--- config.mk ---
export PLATFORM = sky130hd
export DESIGN_NAME = memmap_ctrl
export DESIGN_NICKNAME = d
export VERILOG_FILES = /design/src/rtl/memmap_pkg.sv /design/src/rtl/memmap_mode_fsm.sv /design/src/rtl/memmap_bank_sel.sv /design/src/rtl/memmap_page_decode.sv /design/src/rtl/memmap_io_regs.sv /design/src/rtl/memmap_ctrl.sv
export SDC_FILE = /design/constraint.sdc
export NUM_CORES = 1
export LEC_CHECK = 0
export BUFFER_PORTS_ARGS = -buffer_cell sky130_fd_sc_hd__clkbuf_2
export CORE_MARGIN = 2
export CORE_UTILIZATION = 37
export CTS_CLUSTER_DIAMETER = 200
export DETAILED_ROUTE_END_ITERATION = 16
export HOLD_SLACK_MARGIN = 0.1
export PLACE_DENSITY = 0.81
export RECOVER_POWER = 100
export SLEW_MARGIN = 20
export SYNTH_ARGS = -nofsm -noshare
export SYNTH_HDL_FRONTEND = slang
export SYNTH_SLANG_ARGS = --single-unit
--- constraint.sdc ---
create_clock -name clk -period 2.09 [get_ports clk]
set_input_delay 0.1045 -clock clk [delete_from_list [all_inputs] [get_ports clk]]
set_output_delay 0.1045 -clock clk [all_outputs]
set_load 0.02 [all_outputs]
--- src/rtl/memmap_pkg.sv ---
package memmap_pkg;
    localparam int ADDR_W     = 16;
    localparam int DATA_W     = 8;
    localparam int PAGE_W     = 11;
    localparam int NUM_BANKS  = 4;
    localparam int BANK_IDX_W = $clog2(NUM_BANKS);
    localparam int RAM_AW     = ADDR_W + BANK_IDX_W;
    localparam int ROM_AW     = 13;
    localparam int PG_W       = ADDR_W - PAGE_W;

    // page numbers (address bits 15:11)
    localparam logic [PG_W-1:0] PG_ROM_LAST  = PG_W'(((1 << ROM_AW) >> PAGE_W) - 1);
    localparam logic [PG_W-1:0] PG_BANK_LAST = 5'h1B;
    localparam logic [PG_W-1:0] PG_CMOS      = 5'h10;

    // I/O port groups (address bits 7:2)
    localparam logic [5:0] PORT_SPK  = 6'h06;
    localparam logic [5:0] PORT_OVL  = 6'h07;
    localparam logic [5:0] PORT_WIN  = 6'h08;
    localparam logic [5:0] PORT_STAT = 6'h0C;

    typedef enum logic [1:0] {
        MODE_BOOT   = 2'd0,
        MODE_FULL   = 2'd1,
        MODE_WINDOW = 2'd2
    } mode_e;

    typedef enum logic [1:0] {
        TGT_OPEN = 2'd0,
        TGT_RAM  = 2'd1,
        TGT_ROM  = 2'd2,
        TGT_CMOS = 2'd3
    } tgt_e;
endpackage

--- src/rtl/memmap_mode_fsm.sv ---
module memmap_mode_fsm
    import memmap_pkg::*;
(
    input  logic  clk,
    input  logic  rst_n,
    input  logic  ovl_wr,
    input  logic  win_wr,
    input  logic  wbit,
    output mode_e mode,
    output logic  win_flag
);
    mode_e state_q, state_d;
    logic  win_q, win_d;

    always_ff @(posedge clk) begin
        if (!rst_n) begin
            state_q <= MODE_BOOT;
            win_q   <= 1'b0;
        end else begin
            state_q <= state_d;
            win_q   <= win_d;
        end
    end

    always_comb begin
        state_d = state_q;
        win_d   = win_q;
        if (win_wr) win_d = wbit;
        unique case (state_q)
            MODE_BOOT: begin
                if (ovl_wr && !wbit)
                    state_d = win_q ? MODE_WINDOW : MODE_FULL;   // OVERLAY_OFF
            end
            MODE_FULL: begin
                if (ovl_wr && wbit)      state_d = MODE_BOOT;    // OVERLAY_ON
                else if (win_wr && wbit) state_d = MODE_WINDOW;  // WIN_ON
            end
            MODE_WINDOW: begin
                if (ovl_wr && wbit)       state_d = MODE_BOOT;   // OVERLAY_ON
                else if (win_wr && !wbit) state_d = MODE_FULL;   // WIN_OFF
            end
            default: state_d = MODE_BOOT;
        endcase
    end

    always_comb begin
        mode     = state_q;
        win_flag = win_q;
    end
endmodule

--- src/rtl/memmap_bank_sel.sv ---
module memmap_bank_sel #(
    parameter int NB    = 4,
    parameter int IDX_W = $clog2(NB)
) (
    input  logic [NB-1:0]    sel_bits,
    output logic             valid,
    output logic [IDX_W-1:0] idx
);
    // lowest set bit wins
    always_comb begin
        valid = 1'b0;
        idx   = '0;
        for (int i = NB - 1; i >= 0; i--) begin
            if (sel_bits[i]) begin
                valid = 1'b1;
                idx   = IDX_W'(i);
            end
        end
    end
endmodule

--- src/rtl/memmap_page_decode.sv ---
module memmap_page_decode
    import memmap_pkg::*;
(
    input  mode_e                   mode,
    input  logic                    bank_valid,
    input  logic [BANK_IDX_W-1:0]   bank_idx,
    input  logic [ADDR_W-1:0]       addr,
    input  logic                    rd,
    input  logic                    wr,
    output tgt_e                    tgt,
    output logic                    ram_cs,
    output logic                    ram_we,
    output logic [RAM_AW-1:0]       ram_addr,
    output logic                    rom_cs,
    output logic [ROM_AW-1:0]       rom_addr,
    output logic                    cmos_cs,
    output logic                    cmos_we,
    output logic [PAGE_W-1:0]       cmos_addr
);
    logic [PG_W-1:0] page;
    logic            use_bank;

    always_comb begin
        page     = addr[ADDR_W-1:PAGE_W];
        tgt      = TGT_OPEN;
        use_bank = 1'b0;
        ram_addr = {{BANK_IDX_W{1'b0}}, addr};
        if (page > PG_BANK_LAST) begin
            tgt = TGT_RAM;
        end else begin
            unique case (mode)
                MODE_BOOT:   tgt = (page <= PG_ROM_LAST) ? TGT_ROM : TGT_OPEN;
                MODE_WINDOW: begin
                    if (page == PG_CMOS) tgt = TGT_CMOS;
                    else                 use_bank = 1'b1;
                end
                MODE_FULL:   use_bank = 1'b1;
                default:     tgt = TGT_OPEN;
            endcase
            if (use_bank && bank_valid) begin
                tgt      = TGT_RAM;
                ram_addr = {bank_idx, addr};
            end
        end
    end

    always_comb begin
        ram_cs    = (rd || wr) && (tgt == TGT_RAM);
        ram_we    = wr && (tgt == TGT_RAM);
        rom_cs    = rd && (tgt == TGT_ROM);
        rom_addr  = addr[ROM_AW-1:0];
        cmos_cs   = (rd || wr) && (tgt == TGT_CMOS);
        cmos_we   = wr && (tgt == TGT_CMOS);
        cmos_addr = addr[PAGE_W-1:0];
    end
endmodule

--- src/rtl/memmap_io_regs.sv ---
module memmap_io_regs
    import memmap_pkg::*;
#(
    parameter int NB = NUM_BANKS
) (
    input  logic              clk,
    input  logic              rst_n,
    input  logic [7:0]        io_addr,
    input  logic [DATA_W-1:0] io_wdata,
    input  logic              io_rd,
    input  logic              io_wr,
    input  logic [DATA_W-1:0] dip_sw,
    input  logic              disk_present,
    input  logic              motor_on,
    input  logic              fdc_irq,
    input  logic              timer_out,
    output logic [NB-1:0]     bank_nib,
    output logic              ovl_wr,
    output logic              win_wr,
    output logic              wbit,
    output logic              spk_flag,
    output logic              spk_en,
    output logic [DATA_W-1:0] io_rdata
);
    logic [5:0]        grp;
    logic [NB-1:0]     bank_q;
    logic              spk_q, spk_out_q;
    logic [DATA_W-1:0] rd_q, rd_d;
    logic              unused_bits;

    assign grp         = io_addr[7:2];
    assign unused_bits = ^{io_wdata[3], io_wdata[1]};

    always_comb begin
        ovl_wr = io_wr && (grp == PORT_OVL);
        win_wr = io_wr && (grp == PORT_WIN);
        wbit   = io_wdata[0];
    end

    always_comb begin
        unique case (grp)
            PORT_SPK:  rd_d = ~dip_sw;
            PORT_STAT: rd_d = {bank_q, disk_present, 1'b0, ~motor_on, fdc_irq};
            default:   rd_d = '1;
        endcase
    end

    always_ff @(posedge clk) begin
        if (!rst_n) begin
            bank_q    <= '0;
            spk_q     <= 1'b0;
            spk_out_q <= 1'b0;
            rd_q      <= '1;
        end else begin
            if (io_wr && grp == PORT_STAT) bank_q <= io_wdata[DATA_W-1 -: NB];
            if (io_wr && grp == PORT_SPK)  spk_q  <= io_wdata[2];
            if (io_rd)                     rd_q   <= rd_d;
            spk_out_q <= spk_q | timer_out;
        end
    end

    assign bank_nib = bank_q;
    assign spk_flag = spk_q;
    assign spk_en   = spk_out_q;
    assign io_rdata = rd_q;
endmodule

--- src/rtl/memmap_ctrl.sv ---
module memmap_ctrl
    import memmap_pkg::*;
(
    input  logic                clk,
    input  logic                rst_n,
    input  logic [ADDR_W-1:0]   mem_addr,
    input  logic [DATA_W-1:0]   mem_wdata,
    input  logic                mem_rd,
    input  logic                mem_wr,
    output logic [DATA_W-1:0]   mem_rdata,
    input  logic [7:0]          io_addr,
    input  logic [DATA_W-1:0]   io_wdata,
    input  logic                io_rd,
    input  logic                io_wr,
    output logic [DATA_W-1:0]   io_rdata,
    input  logic [DATA_W-1:0]   dip_sw,
    input  logic                disk_present,
    input  logic                motor_on,
    input  logic                fdc_irq,
    input  logic                timer_out,
    output logic                spk_en,
    output logic                ram_cs,
    output logic                ram_we,
    output logic [RAM_AW-1:0]   ram_addr,
    input  logic [DATA_W-1:0]   ram_rdata,
    output logic                rom_cs,
    output logic [ROM_AW-1:0]   rom_addr,
    input  logic [DATA_W-1:0]   rom_rdata,
    output logic                cmos_cs,
    output logic                cmos_we,
    output logic [PAGE_W-1:0]   cmos_addr,
    input  logic [DATA_W-1:0]   cmos_rdata,
    output logic [DATA_W-1:0]   st_wdata
);
    logic [NUM_BANKS-1:0]  bank_nib;
    logic                  ovl_wr, win_wr, wbit, spk_flag, win_flag;
    logic                  bank_valid;
    logic [BANK_IDX_W-1:0] bank_idx;
    mode_e                 mode;
    tgt_e                  tgt, src_q;

    memmap_io_regs #(.NB(NUM_BANKS)) u_io (
        .clk(clk), .rst_n(rst_n),
        .io_addr(io_addr), .io_wdata(io_wdata), .io_rd(io_rd), .io_wr(io_wr),
        .dip_sw(dip_sw), .disk_present(disk_present), .motor_on(motor_on),
        .fdc_irq(fdc_irq), .timer_out(timer_out),
        .bank_nib(bank_nib), .ovl_wr(ovl_wr), .win_wr(win_wr), .wbit(wbit),
        .spk_flag(spk_flag), .spk_en(spk_en), .io_rdata(io_rdata)
    );

    memmap_mode_fsm u_fsm (
        .clk(clk), .rst_n(rst_n), .ovl_wr(ovl_wr), .win_wr(win_wr),
        .wbit(wbit), .mode(mode), .win_flag(win_flag)
    );

    memmap_bank_sel #(.NB(NUM_BANKS), .IDX_W(BANK_IDX_W)) u_bank (
        .sel_bits(bank_nib), .valid(bank_valid), .idx(bank_idx)
    );

    memmap_page_decode u_dec (
        .mode(mode), .bank_valid(bank_valid), .bank_idx(bank_idx),
        .addr(mem_addr), .rd(mem_rd), .wr(mem_wr), .tgt(tgt),
        .ram_cs(ram_cs), .ram_we(ram_we), .ram_addr(ram_addr),
        .rom_cs(rom_cs), .rom_addr(rom_addr),
        .cmos_cs(cmos_cs), .cmos_we(cmos_we), .cmos_addr(cmos_addr)
    );

    // return-path source follows the strobe by one clock
    always_ff @(posedge clk) begin
        if (!rst_n) src_q <= TGT_OPEN;
        else        src_q <= mem_rd ? tgt : TGT_OPEN;
    end

    always_comb begin
        unique case (src_q)
            TGT_RAM:  mem_rdata = ram_rdata;
            TGT_ROM:  mem_rdata = rom_rdata;
            TGT_CMOS: mem_rdata = cmos_rdata;
            default:  mem_rdata = '1;
        endcase
    end

    assign st_wdata = mem_wdata;
endmodule

==> impl_results.md <==
- GRT overflow: 0
- Cell area after layout: 1850 um^2
- Clk Latency, worst-skew pair: 0.26 ns
- Proportion of layout cells with a drive suffix above 1: between 30% and 40%
- Seq/Total Area, Yosys: 23.1%
- Via density: 5.03
- Die Y: slightly above 70 um
- Post-synth top area cell: dfxtp_1
- Status: finished, final reports clean
- Detailed Route WL: about 4500 um
- Avg Inst Size Synth: ~8.1 um^2
- Critical path peak fanout: 7
- Vias: approximately 1500
- Initial core utilization: 38.0%
- Setup tns final: 0 ns
- Clock Tree Buf Depth: 2
- Cell with the most instances after synthesis: buf_4
- DR WL/cell: 14.9 um
- Tmin final: 1.99 ns
- H-tree depth: 1
- Final Hold Violating Endpoints: 0
- Hold-critical path depth: 3
- Synth Instances: 203
- Max-slew violations: 0
- Total power draw: a little under 0.8 mW
- Hold Crit Class: in -> reg
- DP Area: 1730 um^2
- Synth Net Count: 289
- Worst Skew: 0.00172 ns
- Area share of the largest cell type after synthesis: 23.1%
- Initial antenna violation count: 0
- Number of synthesis warnings: 0
- Worst-path clk slew: 0.08 ns
- Area of the multi-input gates: 835 um^2
- Site row count: 24
- Max rail drop VDD: roughly 0.27 mV
- R2R Setup Slk: approximately 0.54 ns
- Hold path endpoint: u_io.io_rdata[2]$_SDFFE_PN1P_
- Nets: 336
- Register area: around 380 um^2
- Synthesis-stage register bit count: 19
- CTS root buf: clkbuf_8
- Most common flop cell mapped by yosys: dfxtp_1
- Drt pass-1 iters: 4
- Leak: 0.739 nW
- Synth Cell Area: ~1600 um^2
- Final setup viols: 0
- Worst setup SP type: flip-flop
- CTS sink cnt: 19
- Largest net degree at the start of global routing: 16
- Pwr per Cell Area: 428 nW/um^2
- Detailed-route DRC error count: 0
- Max-slew headroom: 50.2%
- Worst hold start: io_rd
- Worst-case reg-to-reg path depth: 5
- I/O pins: 154
- Top cells by count, synth: buf_4, dfxtp_1, nand2_1
- HPWL Detailed: between 3000 and 4000 um
- Least-Margin Pin Slew: about 0.74 ns
- Postcts setup bufs: 0
- Area Growth Syn to Fin: 12.3%
- Overall routing resource usage: 17.0%
- Iter 0 DRT Violations: 23
- Die Area: ~5000 um^2
- Antenna-violating nets left: 0
- Max Cap Viol: 0
- Global placement routability congestion: around 0.80
- R2r startpoint: u_fsm.mode[0]$_SDFFE_PN0P_
- Setup CP Type: reg -> out
- CTS Buf Count: 3
- Vias in the first global route: about 1500
- IO buf count: 89
- Peak Freq: slightly above 500 MHz
- CP required: roughly 2 ns
- Final period utilization: 95.1%
- Cell variety after synth: 39
- Area contributors post-synth: dfxtp_1, buf_4, mux2i_1
- N_diodes: 0
- Core area: between 4000 and 5000 um^2
- Die width: 70.7 um
- Worst EP arrival: about 1.9 ns
- RSZ-0062 raised after global routing: false
- Filler cells: 463
- Worst r2r dst: u_fsm.mode[1]$_SDFFE_PN0P_
- Number of synthesized flops with an enable pin: 0
- First-pass GRT wire length: 6910 um
- TritonCTS clock tree: yes
- Critical path capture point type: output pin
- Asr flop ratio synth: 0%
-- power breakdown --
group | switching (mW) | internal, mW
registers | 0.00360 | 0.365
clock network | 0.136 | 0.135
logic | 0.0772 | 0.0741
-- per-layer routing --
layer | global-route usage [%] | vias to the layer above | wire length (um)
li1 | - | 750 | -
met1 | 18.0 | 666 | 1650
met2 | 32.7 | 90 | 2400
met3 | 3.99 | 7 | 373
met4 | 5.66 | 0 | 56
met5 | 0 | - | 0
-- cell families (layout without fill, tap and decap cells) --
logic type | Yosys count | in the layout | share of synthesized area (%)
AO/OA/AOI/OAI | 43 | 43 | 18.1
adder cells (fa/ha/maj) | 4 | 4 | 3.04
buffers and inverters | 63 | 109 | 28.0
flip-flops | 19 | 19 | 23.1
multiplexers | 12 | 12 | 7.31
AND/OR/NAND/NOR | 62 | 62 | 20.4
-- worst max-delay path by stage --
stage / depth (start not counted) / startpoint / slack (ns) / to
2_1_floorplan: 4 / u_fsm.mode[0]$_SDFFE_PN0P_ / 0.03 / rom_cs
3_3_place_gp: 5 / u_io.bank_nib[0]$_SDFFE_PN0P_ / 0.25 / rom_cs
3_5_place_dp: 5 / u_fsm.mode[0]$_SDFFE_PN0P_ / 0.20 / rom_cs
4_1_cts: 5 / u_fsm.mode[1]$_SDFFE_PN0P_ / 0.02 / rom_cs
5_1_grt: 5 / u_io.bank_nib[0]$_SDFFE_PN0P_ / 0.02 / cmos_cs
6_report: 5 / u_io.bank_nib[0]$_SDFFE_PN0P_ / 0.10 / rom_cs
-- cell usage in the layout, fill, tap and decap left out, types with 6 or more instances in the layout --
master         instances
nand2_1               17
a21oi_1               12
mux2i_1               12
dlygate4sd3_1          7
nand3_1                6
dfxtp_1               19
clkbuf_2              60
inv_1                  6
clkbuf_1              29
o22a_1                 7
nor2_1                15
-- registers in the layout (all words and copies together) (netlist names) --
| register | count |
|---|---|
| u_io.io_rdata | 8 |
| u_io.bank_nib | 4 |
| src_q | 2 |
| u_fsm.mode | 2 |
| u_fsm.win_flag | 1 |
| u_io.spk_en | 1 |
| u_io.spk_flag | 1 |
-- area by class of cell --
class | instances | share of cell area (%)
clock buffers | 3 | 2.24
well taps | 52 | 3.53
flip-flops and latches | 19 | 20.6
multi-input cells | 121 | 45.2
repair buffers | 97 | 26.4
inverters | 8 | 1.63
clock inverters | 1 | 0.407
-- metrics by stage --
step / cells / hold WS (ns) / worst slack [ns] / util (%)
global route: 301 / 0.191 / 0.0241 / 42.7
CTS: 301 / 0.113 / 0.0212 / 43.3
global placement: 290 / 0.209 / 0.245 / 40.0
finish: 301 / 0.156 / 0.102 / 42.7
detailed placement: 290 / 0.209 / 0.205 / 40.0
floorplan: 203 / 0.215 / 0.0301 / -
-- critical path: stages, from the launching register on --
cell and delay, ns:
dfxtp_1 0.34, or4_4 0.57, a31oi_4 0.17, o21ai_4 0.11, nor4b_2 0.25, buf_4 0.18
-- timing repair --
| item | CTS | global route |
|---|---|---|
| gates resized for setup | 5 | 7 |
| pin swaps | 1 | 0 |
| hold buffers | 7 | 0 |
| endpoints found under the hold margin | 8 | 0 |
| endpoints found under the setup margin | 1 | 3 |
(Power assumes the default switching activity.)
